===== config.mk =====
export PLATFORM = sky130hd
export DESIGN_NAME = fsyn_cfg
export DESIGN_NICKNAME = d
export VERILOG_FILES = /design/src/rtl/fsyn_cfg.sv
export SDC_FILE = /design/constraint.sdc
export NUM_CORES = 1
export LEC_CHECK = 0
export ABC_AREA = 1
export CORE_MARGIN = 1
export CORE_UTILIZATION = 34
export DETAILED_ROUTE_END_ITERATION = 6
export GPL_ROUTABILITY_DRIVEN = 0
export HOLD_SLACK_MARGIN = 0.05
export SYNTH_ARGS = -nofsm -noshare
export SYNTH_HDL_FRONTEND = slang
export SYNTH_SLANG_ARGS = --single-unit
export TNS_END_PERCENT = 20

===== constraint.sdc =====
create_clock -name clk -period 1.35 [get_ports clk]
set_input_delay 0.27 -clock clk [delete_from_list [all_inputs] [get_ports clk]]
set_output_delay 0.27 -clock clk [all_outputs]
set_load 0.05 [all_outputs]

===== src/rtl/fsyn_cfg.sv =====
module fsyn_cfg #(
  parameter int MW = 9,
  parameter int NW = 2,
  parameter int TW = 3,
  localparam int FW = TW + NW + MW,
  localparam int PW = (1 << TW) - 1
) (
  input  logic          clk,
  input  logic          rst_n,
  input  logic          par_hold,
  input  logic [MW-1:0] par_mod,
  input  logic [NW-1:0] par_div,
  input  logic          ser_clk,
  input  logic          ser_dat,
  input  logic          ser_commit,
  input  logic [PW-1:0] probe,
  output logic [MW-1:0] mod_q,
  output logic [NW-1:0] div_q,
  output logic [TW-1:0] tsel_q,
  output logic          test_out
);

  logic [1:0]    hold_sy;
  logic          hold_d;
  logic [2:0]    sck_sy;
  logic [2:0]    cmt_sy;
  logic [1:0]    dat_sy;
  logic [FW-1:0] shreg;

  wire hold_s = hold_sy[1];
  wire crise  = sck_sy[1] & ~sck_sy[2];
  wire cfall  = cmt_sy[2] & ~cmt_sy[1];
  wire par_ld = ~(hold_s & hold_d);
  wire ser_ld = hold_s & hold_d & cfall;

  always_ff @(posedge clk or negedge rst_n) begin
    if (!rst_n) begin
      hold_sy <= '0;
      hold_d  <= 1'b0;
      sck_sy  <= '0;
      cmt_sy  <= '0;
      dat_sy  <= '0;
    end else begin
      hold_sy <= {hold_sy[0], par_hold};
      hold_d  <= hold_s;
      sck_sy  <= {sck_sy[1:0], ser_clk};
      cmt_sy  <= {cmt_sy[1:0], ser_commit};
      dat_sy  <= {dat_sy[0], ser_dat};
    end
  end

  always_ff @(posedge clk or negedge rst_n) begin
    if (!rst_n)     shreg <= '0;
    else if (crise) shreg <= {shreg[FW-2:0], dat_sy[1]};
  end

  always_ff @(posedge clk or negedge rst_n) begin
    if (!rst_n) begin
      mod_q  <= '1;
      div_q  <= '1;
      tsel_q <= '0;
    end else if (par_ld) begin
      mod_q  <= par_mod;
      div_q  <= par_div;
      tsel_q <= '0;
    end else if (ser_ld) begin
      tsel_q <= shreg[FW-1 -: TW];
      div_q  <= shreg[MW +: NW];
      mod_q  <= shreg[MW-1:0];
    end
  end

  wire [PW:0] nodes = {probe, 1'b0};
  assign test_out = nodes[tsel_q];


  tsel_forced_chk: assert property (@(posedge clk) disable iff (!rst_n)
    !hold_s |=> tsel_q == '0);


  par_wins_chk: assert property (@(posedge clk) disable iff (!rst_n)
    (!hold_s && cfall) |=> (mod_q == $past(par_mod) && div_q == $past(par_div)));


  held_stable_chk: assert property (@(posedge clk) disable iff (!rst_n)
    (hold_s && hold_d && !cfall) |=> ($stable(mod_q) && $stable(div_q) && $stable(tsel_q)));


  commit_load_chk: assert property (@(posedge clk) disable iff (!rst_n)
    (hold_s && hold_d && cfall) |=> ({tsel_q, div_q, mod_q} == $past(shreg)));


  shift_in_chk: assert property (@(posedge clk) disable iff (!rst_n)
    crise |=> shreg[0] == $past(dat_sy[1]));


  test_low_chk: assert property (@(posedge clk) disable iff (!rst_n)
    tsel_q == '0 |-> !test_out);

endmodule


Yosys cells after proc, flatten, opt, wreduce, memory -nomap -nowiden
Index checks and enable logic that the tools add are counted.

storage, ports and cells
  output and inout port bits = 15
  register bits after elaboration = 39
  logic and storage cells = 25

operators by class
  $lt $le $gt $ge = 1
  muxes and demuxes = 8
  eq/ne operators = 1
  bitwise operators = 6

operators with widths
  cell                                                 number
  2-to-1 mux 9 bit                                     2
  2-to-1 mux 3 bit                                     2
  bitwise AND 1 bit                                    4
  < comparator 3 x 4 -> 1 bit (second input constant)  1
  2-to-1 mux 2 bit                                     2
  binary-select mux 1 bit (select 3 bit)               1
  != test 2 bit (second input constant)                1
  inverter 1 bit                                       2
  2-to-1 mux 1 bit                                     1

Depth between registers and ports, before layout
Gate-level depths: netlist of run 1.

  word-level depth = 5
  mapped depth = 7
  mapped depth without buffers = 6

Least setup slack after synthesis of run 1
Ideal clock, no wire load.

  path kind = register to output
  start point = reg tsel_q[0]
  end point = out test_out
  cell stages (with the launch flop) = 7
  arrival = 1.433 ns
  slack = -0.353 ns
  data required time = 1.080 ns
  path buffers = 0
  path through = dfrtp_1 > inv_1 > nand2_1 > nand3_1 > nand2_1 > nand2_1 > nand2_1

between the ends
  word-level cells in the longest chain between the ends = 2

RTL lines
  item                                    line  RTL
  start: declaration                      19    output logic [TW-1:0] tsel_q,
  start signal: assignment                67    tsel_q <= shreg[FW-1 -: TW];
  binary-select mux 1 bit (select 3 bit)  74    assign test_out = nodes[tsel_q];
  2-to-1 mux 1 bit (not written as such)  74
  end: declaration                        20    output logic test_out

Every way passes these cells. The select of a mux whose other input is x is not followed.

Final worst setup path of run 1
Ends and elaborated chain as after synthesis.

==> results of run 1 <==
metal layers:
layer  routed length (um)  up-vias  global-route usage [%]
met4                   16        0                   4.575
met1                 1485      535                   18.19
li1                     -      610                       -
met3                   98        2                   4.079
met5                    0        -                       0
met2                 1496       23                   21.70
power by group:
group	internal [mW]	leakage, nW	switching, mW	total, mW
sequential	1.32	0.460	0.0996	1.42
combinational	0.273	0.637	0.287	0.560
clock	0.367	0.0395	0.371	0.738
total	1.96	1.14	0.758	2.72
logic make-up after synthesis:
group / after synthesis / synth area share (%)
buffers and inverters: 22 / 7.338
and+or+nand+nor: 97 / 30.03
DFF: 39 / 59.83
AOI/OAI and AO/OA: 8 / 2.799
cell type report:
| class | instances | area share [%] |
|---|---|---|
| inverter | 17 | 2.792 |
| multi-input combinational | 105 | 23.92 |
| tap | 54 | 2.845 |
| timing repair buffer | 46 | 25.29 |
| sequential | 39 | 41.78 |
| clock buffer | 8 | 3.372 |
metrics by stage:
step                TNS (ns)  total power, mW  setup slack [ns]  util, %
floorplan                  0            1.712           0.03022        -
global placement     -0.1464            1.986           -0.1464    47.68
detailed placement   -0.1831            1.996           -0.1831    47.68
CTS                  -0.1992            2.749           -0.1992    50.19
global route         -0.2830            2.868           -0.2830    50.61
finish               -0.1843            2.717           -0.1843    50.61
final timing paths:
path                             end  cells past startpoint
max                         test_out                      7
min in group asynchronous   shreg[4]                      3
max reg2reg                tsel_q[1]                      5
min reg2reg                sck_sy[1]                      0
max in group asynchronous   mod_q[0]                      3
min                        sck_sy[1]                      0
state kept, by name, indices dropped and copies added (netlist names):
| signal | count |
|---|---|
| shreg | 14 |
| hold_sy | 2 |
| dat_sy | 2 |
| div_q | 2 |
| sck_sy | 3 |
| mod_q | 9 |
| cmt_sy | 3 |
| hold_d | 1 |
| tsel_q | 3 |
cells in the final DEF (no fill, tap or decap):
cell / instances
nand2_1: 52
dfrtp_1: 26
clkdlybuf4s50_1: 22
buf_12: 16
nand2_2: 15
inv_1: 12
nand3_2: 12
nand3_1: 12
dfstp_2: 11
buf_4: 6
clkbuf_8: 5
inv_2: 4
o21ai_0: 4
nand2_4: 3
clkbuf_1: 3
nor2_1: 2
o22ai_1: 2
dfrtp_2: 2
a21oi_2: 1
inv_4: 1
nor2_4: 1
a21oi_1: 1
dlygate4sd3_1: 1
buf_2: 1
what timing repair did:
action	CTS	global route
pin swaps	3	1
cloned	0	0
setup buffers	3	1
setup endpoints to repair	1	1
hold buffers	1	0
resized for setup	2	4
hold endpoints to repair	28	0
==> impl_metrics.json, run 1 <==
{
  "status": "finished with violations",
  "violations": "negative setup slack",
  "drc": 0,
  "yosysMostFrequentCell": "nand2_1",
  "synth-seq-cells": 39,
  "drt_iter0_drc": 91,
  "cts_buffer_depth": 2,
  "critPathSlowestCell": "dfrtp_2",
  "critical_path_buf_inv_count": 2,
  "wl_mm": 3.096,
  "pin_count": 39,
  "cpMostUsedCell": "nand2_2",
  "die_w_um": 71.75,
  "stdcell_count": 269,
  "grt_antenna_before_repair": 0,
  "peakVddDrop_uv": 704.0,
  "multi_input_area_um2": 568.0,
  "ant_nets": 0,
  "finalSetupViolCount": 1,
  "final_area_um2": 2375,
  "cts_root_buffer": "clkbuf_8",
  "dp_cells": 256,
  "synth_area_leaders": "dfrtp_1 42%, dfstp_2 17%, nand2_1 13%",
  "synth_edf_count": 0,
  "wl_per_cell_um": 11.51,
  "grt_pass1_wl_mm": 5.319,
  "die_height_um": 71.75,
  "synthToLayoutAreaGrowth_pct": 43.57,
  "dpl.hpwl_mm": 2.130,
  "die_area_um2": 5148,
  "fin_hold_ws_ns": 0.3497,
  "grt_setup_unrepaired": "yes",
  "clkSinkCount": 39,
  "slowest_delay_ns": 0.45,
  "numCtsBuffers": 5,
  "r2r-start": "cmt_sy[1]",
  "powerDensity_nw_per_um2": 1144,
  "grt_overflow": 0,
  "tightest_slew_ns": 0.3137,
  "grt_max_degree": 40,
  "postSynth.asyncResetShare_pct": 100.0,
  "netlist.top_cell.by_area": "dfrtp_1",
  "r2r_slack_ns": 0.27,
  "hp-class": "reg -> reg",
  "core_um2": 4692,
  "path_delay_family": "flip-flops",
  "fmax_mhz": 651.8,
  "cts_tree": "built",
  "drive_gt1_share_pct": 36.28,
  "regArea_um2": 992.2,
  "io_buffers": 38,
  "worstSkewPairLatency_ns": 0.28,
  "post-route-min-period_ns": 1.534,
  "first_pass_iters": 4,
  "synth-warning-count": 0,
  "maxCapViolCount": 0,
  "crit_path_start_kind": "flip-flop",
  "hold_viol": 0,
  "initial_core_util_pct": 35.25,
  "netlist_top_cells_count": "56 x nand2_1, 28 x dfrtp_1, 14 x inv_1, 14 x nand3_1, 12 x nand2_2",
  "post_dp_cell_area_um2": 2237,
  "total_leakage_power_nw": 1.137,
  "nNetsFinal": 238,
  "vias": 1170,
  "synth-seq-area-share_pct": 59.83,
  "worstPathMaxFanout": 6,
  "cp.required_ns": 1.08,
  "synth.net_count": 190,
  "endpoint_kind": "primary output",
  "slew_headroom_pct": 79.04,
  "grt_usage_pct": 13.75,
  "critPathKind": "reg -> out",
  "cts-htree-levels": 2,
  "fillers": 423,
  "clk_pin_slew_worst_paths_ns": 0.07,
  "worst_slack_ns": -0.1843,
  "syn_area_um2": 1654,
  "rows": 25,
  "synth_ff_type": "dfrtp_1",
  "fin_crit_sh_pct": 113.6,
  "netlist.area_leader.share_pct": 42.36,
  "hold_start": "sck_sy[0]",
  "skew_ns": 0.004806,
  "antenna_cells": 0,
  "netlist_instances": 166,
  "vias_per_cell": 4.349,
  "maxSlewViolCount": 0,
  "yosys.cell_types.count": 20,
  "cp-startpoint": "tsel_q[0]",
  "grt_pass1_vias": 1140,
  "path_cells": "inv_2, nand2_1, nand3_2, nand2_2, nand2_2, nand2_4, buf_12",
  "syn_avg_cell_area_um2": 9.964,
  "arrival_ns": 1.26
}
(Power assumes the default switching activity.)
==> inputs of run 2 (changes only) <==
- clock period: 1.35 -> 1.8 ns (I/O delays scaled with it)
==> run 2 against run 1 <==
The flow now finishes without violations. Final area decreased by 8.4%. Routed wire length shrank 6.8%. Worst setup slack better by 0.31 ns. Flip-flop and latch count is the same. Final cell count decreased by 2.6%. Critical path depth is 1 higher. Register-to-register slack gained 0.32 ns. Via count is 2.6% lower.
==> impl_metrics.json, run 2 (synthesized netlist as in run 1, its figures left out) <==
{
  "cts_setup_buffers": 0,
  "wl_mm": 2.886,
  "critPathSlowestCell": "clkdlybuf4s50_1",
  "cpMostUsedCell": "nand2_1",
  "antenna_cells": 0,
  "top_register": "shreg",
  "r2r_slack_ns": 0.59,
  "grt_overflow": 0,
  "post-route-min-period_ns": 1.670,
  "finalSetupViolCount": 0,
  "die_w_um": 71.75,
  "setup.worst_path.end": "test_out",
  "cp-startpoint": "probe[6]",
  "rr_endpoint": "tsel_q[0]",
  "final_common_cell": "nand2_1",
  "total_leakage_power_nw": 1.069,
  "clk_pin_slew_worst_paths_ns": 0.07,
  "rows": 25,
  "dpl.hpwl_mm": 2.004,
  "maxCapViolCount": 0,
  "stdcell_count": 262,
  "grt_max_degree": 40,
  "holdBufCountCts": 0,
  "fmax_mhz": 598.8,
  "multi_input_area_um2": 543.0,
  "grt_setup_unrepaired": "no",
  "grt_pass1_vias": 1089,
  "r2r_cells": 4,
  "cts_root_buffer": "clkbuf_8",
  "top_regs": "shreg (14), mod_q (9)",
  "grt_antenna_before_repair": 0,
  "cts_tree": "built",
  "worstSkewPairLatency_ns": 0.28,
  "cts-htree-levels": 2,
  "numCtsBuffers": 5,
  "powerDensity_nw_per_um2": 939.0,
  "hold_viol": 0,
  "fin_crit_sh_pct": 92.78,
  "path_cells": "clkdlybuf4s50_1, inv_1, nand2_1, nand3_1, nand2_1, nand2_1, nand2_1, buf_12",
  "crit_path_start_kind": "input pin",
  "drive_gt1_share_pct": 31.73,
  "drt_iter0_drc": 46,
  "hp-class": "in -> async",
  "fin_hold_ws_ns": 0.1241,
  "core_um2": 4692,
  "tightest_slew_ns": 0.4849,
  "finalSetupTns_ns": 0,
  "ant_nets": 0,
  "die_area_um2": 5148,
  "nNetsFinal": 231,
  "r2r-start": "hold_sy[1]",
  "dp_cells": 254,
  "mostFrequentLayoutCells": "56 x nand2_1, 27 x dfrtp_1, 22 x clkdlybuf4s50_1",
  "arrival_ns": 1.31,
  "largest_reg_flops": 14,
  "fillers": 459,
  "worst_slack_ns": 0.1300,
  "grt_pass1_wl_mm": 4.968,
  "vias_per_cell": 4.347,
  "cp.required_ns": 1.44,
  "initial_core_util_pct": 35.25,
  "grt_usage_pct": 12.45,
  "io_buffers": 38,
  "die_height_um": 71.75,
  "wl_per_cell_um": 11.02,
  "peakVddDrop_uv": 423.0,
  "worstPathMaxFanout": 1,
  "vias": 1139,
  "regArea_um2": 991.0,
  "drc": 0,
  "critPathKind": "in -> out",
  "slew_headroom_pct": 67.67,
  "status": "completed",
  "maxSlewViolCount": 0,
  "pin_count": 39,
  "synthToLayoutAreaGrowth_pct": 31.54,
  "endpoint_kind": "primary output",
  "cts_buffer_depth": 2,
  "place_ws_ns": 0.1212,
  "slowest_delay_ns": 0.45,
  "clkSinkCount": 39,
  "skew_ns": 0.005884,
  "first_pass_iters": 4
}
==> run 2: cell count changes in the layout (fill, tap and decap cells not counted), sizes merged <==
cell	previous run	this run
buf	23	17
dlygate4sd3	1	0
==> run 2: repair_timing <==
action	4_1_cts	5_1_grt
hold endpoints to repair	0	0
gates resized for setup	0	2
setup endpoints to repair	0	1
==> run 2: routing by layer <==
layer	track usage, %	vias to the layer above	wire length (um)
li1	-	595	-
met2	18.03	21	1254
met3	3.094	5	91
met4	4.575	0	31
met5	0	-	0
met1	18.10	518	1509
==> run 2: worst min-delay path by stage <==
stage	endpoint	slack [ns]	cells after the start
floorplan	cmt_sy[0]	0.06	0
global placement	cmt_sy[1]	0.33	0
detailed placement	sck_sy[1]	0.34	0
CTS	shreg[2]	0.14	2
global route	shreg[7]	0.15	2
finish	shreg[4]	0.12	2
==> run 2: worst max-delay path, delay by kind of cell <==
kind	cells	cell delay, ns
buf+inv	3	0.63
simple gates	5	0.32
==> run 2: final cells by class <==
cell class | instances | share of cell area, %
clock buffer | 8 | 4.600
tap | 54 | 3.105
multi-input combinational | 105 | 24.96
inverter | 17 | 3.048
timing repair buffer | 39 | 18.75
sequential | 39 | 45.54
==> run 2: power by group <==
group / internal [mW] / total [mW] / leakage (nW) / switching, mW
Clock: 0.349 / 0.624 / 0.0515 / 0.275
Sequential: 0.988 / 1.06 / 0.462 / 0.0711
Combinational: 0.154 / 0.360 / 0.556 / 0.206
Total: 1.49 / 2.04 / 1.07 / 0.552
==> run 2: per-stage QoR <==
step / area, um^2 / total power [mW] / util [%]
after floorplan: 1654 / 1.283 / -
after global placement: 2074 / 1.433 / 44.21
after detailed placement: 2074 / 1.441 / 44.21
after CTS: 2175 / 2.074 / 46.35
after global routing: 2176 / 2.154 / 46.37
final: 2176 / 2.043 / 46.37
==> inputs of run 3 (changes only) <==
- ABC_AREA: 1 -> not set
- CORE_UTILIZATION: 34 -> 45
- PLACE_DENSITY: not set -> 0.74
- SLEW_MARGIN: not set -> 20
==> run 3 against run 2 <==
The flow now finishes with violations (negative setup slack). Clock-buffer cell count is the same. Via count shrank 17%. First-iteration DRC count shrank 50%. Sequential share of layout area grew 3.2 points. Clock skew grew 0.0025 ns. Area after synthesis shrank 4.2%. Register-to-register slack lost 0.12 ns. Critical path depth shrank 3. Critical path type unchanged. Largest power group unchanged. Highest routed layer is now met3.
==> impl_metrics.json, run 3 <==
{
  "status": "finished with violations",
  "violations": "negative setup slack",
  "first_pass_iters": 2,
  "r2r_slack_ns": 0.47,
  "cts_tree": "built",
  "io_buffers": 38,
  "skew_ns": 0.008422,
  "ant_nets": 0,
  "synth-seq-area-share_pct": 62.43,
  "r2r_cells": 2,
  "top_register": "shreg",
  "arrival_ns": 1.53,
  "r2r-start": "sck_sy[2]",
  "cts-htree-levels": 2,
  "vias": 951,
  "grt_setup_unrepaired": "yes",
  "synth-warning-count": 0,
  "post-route-min-period_ns": 1.888,
  "grt_pass1_wl_mm": 4.119,
  "grt_max_degree": 40,
  "drive_gt1_share_pct": 39.07,
  "slew_headroom_pct": 66.58,
  "critPathKind": "in -> out",
  "grt_pass1_vias": 923,
  "mostFrequentLayoutCells": "27 x dfrtp_1, 22 x clkdlybuf4s50_1, 18 x buf_4",
  "synth.net_count": 131,
  "netlist.top_cell.by_area": "dfrtp_1",
  "fmax_mhz": 529.6,
  "maxCapViolCount": 0,
  "power_mw": 2.195,
  "hold_viol": 0,
  "powerDensity_nw_per_um2": 1080,
  "die_area_um2": 3764,
  "syn_avg_cell_area_um2": 14.82,
  "drc": 0,
  "antenna_cells": 0,
  "total_leakage_power_nw": 0.9661,
  "postSynth.asyncResetShare_pct": 100.0,
  "worstPathMaxFanout": 1,
  "synth_area_leaders": "dfrtp_1 44%, dfstp_2 18%, mux2_4 9.5%",
  "dpl.hpwl_mm": 1.782,
  "die_w_um": 61.36,
  "grt_usage_pct": 15.65,
  "yosysMostFrequentCell": "dfrtp_1",
  "pin_count": 39,
  "numCtsBuffers": 5,
  "maxSlewViolCount": 0,
  "hp-class": "in -> async",
  "endpoint_kind": "primary output",
  "top_regs": "shreg (14), mod_q (9)",
  "netlist_instances": 107,
  "worst_slack_ns": -0.08830,
  "grt_overflow": 0,
  "largest_reg_flops": 14,
  "finalSetupTns_ns": -0.08830,
  "peakVddDrop_uv": 631.8,
  "holdBufCountCts": 0,
  "grt_antenna_before_repair": 0,
  "drt_iter0_drc": 23,
  "cts_buffer_depth": 2,
  "syn_area_um2": 1585,
  "clk_pin_slew_worst_paths_ns": 0.11,
  "cp.required_ns": 1.44,
  "final_common_cell": "dfrtp_1",
  "tightest_slew_ns": 0.5003,
  "synth-seq-cells": 39,
  "finalSetupViolCount": 1,
  "rr_endpoint": "shreg[6]",
  "vias_per_cell": 4.827,
  "die_height_um": 61.36,
  "synth_ff_type": "dfrtp_1",
  "netlist.area_leader.share_pct": 44.20,
  "initial_core_util_pct": 47.14,
  "fin_hold_ws_ns": 0.05223,
  "crit_path_start_kind": "input pin",
  "yosys.cell_types.count": 16,
  "cts_root_buffer": "clkbuf_4",
  "utilization_pct": 60.45,
  "worstSkewPairLatency_ns": 0.33,
  "wl_mm": 2.603,
  "wl_per_cell_um": 13.21,
  "fin_crit_sh_pct": 104.9,
  "rows": 21,
  "core_um2": 3363,
  "netlist_top_cells_count": "28 x dfrtp_1, 15 x mux2i_1, 14 x nand2_1, 11 x dfstp_2, 10 x mux2_4",
  "synthToLayoutAreaGrowth_pct": 28.26,
  "clkSinkCount": 39,
  "nNetsFinal": 174,
  "synth_edf_count": 0
}
run 3: logic make-up (layout without fill, tap and decap cells):
group,Yosys count,in the layout,synth area share [%]
compound gates,12,12,3.789
buf+inv,6,50,4.104
flops,39,39,62.43
mux,31,31,23.91
simple gates,19,19,5.761
run 3: final cells by class:
class,instances,area (um^2)
Clock buffer,8,68.82
Fill cell,299,1330
Multi-Input combinational cell,62,544.3
Sequential cell,39,991.0
Tap cell,46,57.56
Timing Repair Buffer,42,371.6
run 3: worst max path at each step:
stage / startpoint / slack [ns] / to / depth (start not counted)
detailed placement: probe[5] / -0.15 / test_out / 5
CTS: tsel_q[0] / -0.10 / test_out / 4
floorplan: tsel_q[2] / 0.02 / test_out / 3
global placement: probe[6] / -0.13 / test_out / 5
finish: probe[5] / -0.09 / test_out / 5
global route: tsel_q[0] / -0.16 / test_out / 4
run 3: per-layer routing:
metal	GRT usage [%]	wire (um)	vias up
met2	26.24	1267	36
met1	18.66	1182	464
met5	0	0	-
met3	6.303	152	0
li1	-	-	451
met4	4.762	0	0
run 3: power breakdown:
part | switching, mW | internal (mW) | leakage, nW
combinational | 0.221 | 0.288 | 0.472
sequential | 0.128 | 1.07 | 0.456
clock | 0.261 | 0.230 | 0.0386
run 3: critical path, stage by stage:
cell	delay [ns]
clkdlybuf4s50_1	0.40
mux4_2	0.47
nand2_2	0.09
o21ai_4	0.05
buf_6	0.15
run 3: stage by stage:
stage	setup WS, ns	std cells	area (um^2)
floorplan	0.02383	107	1598
detailed placement	-0.1501	187	1943
global placement	-0.1282	187	1943
finish	-0.08830	197	2033
CTS	-0.1042	197	2033
global route	-0.1556	197	2033
run 3: timing repair:
item / 4_1_cts / 5_1_grt
setup endpoints to repair: 1 / 1
pin swaps: 1 / 0
setup buffers: 2 / 0
resized for setup: 2 / 0
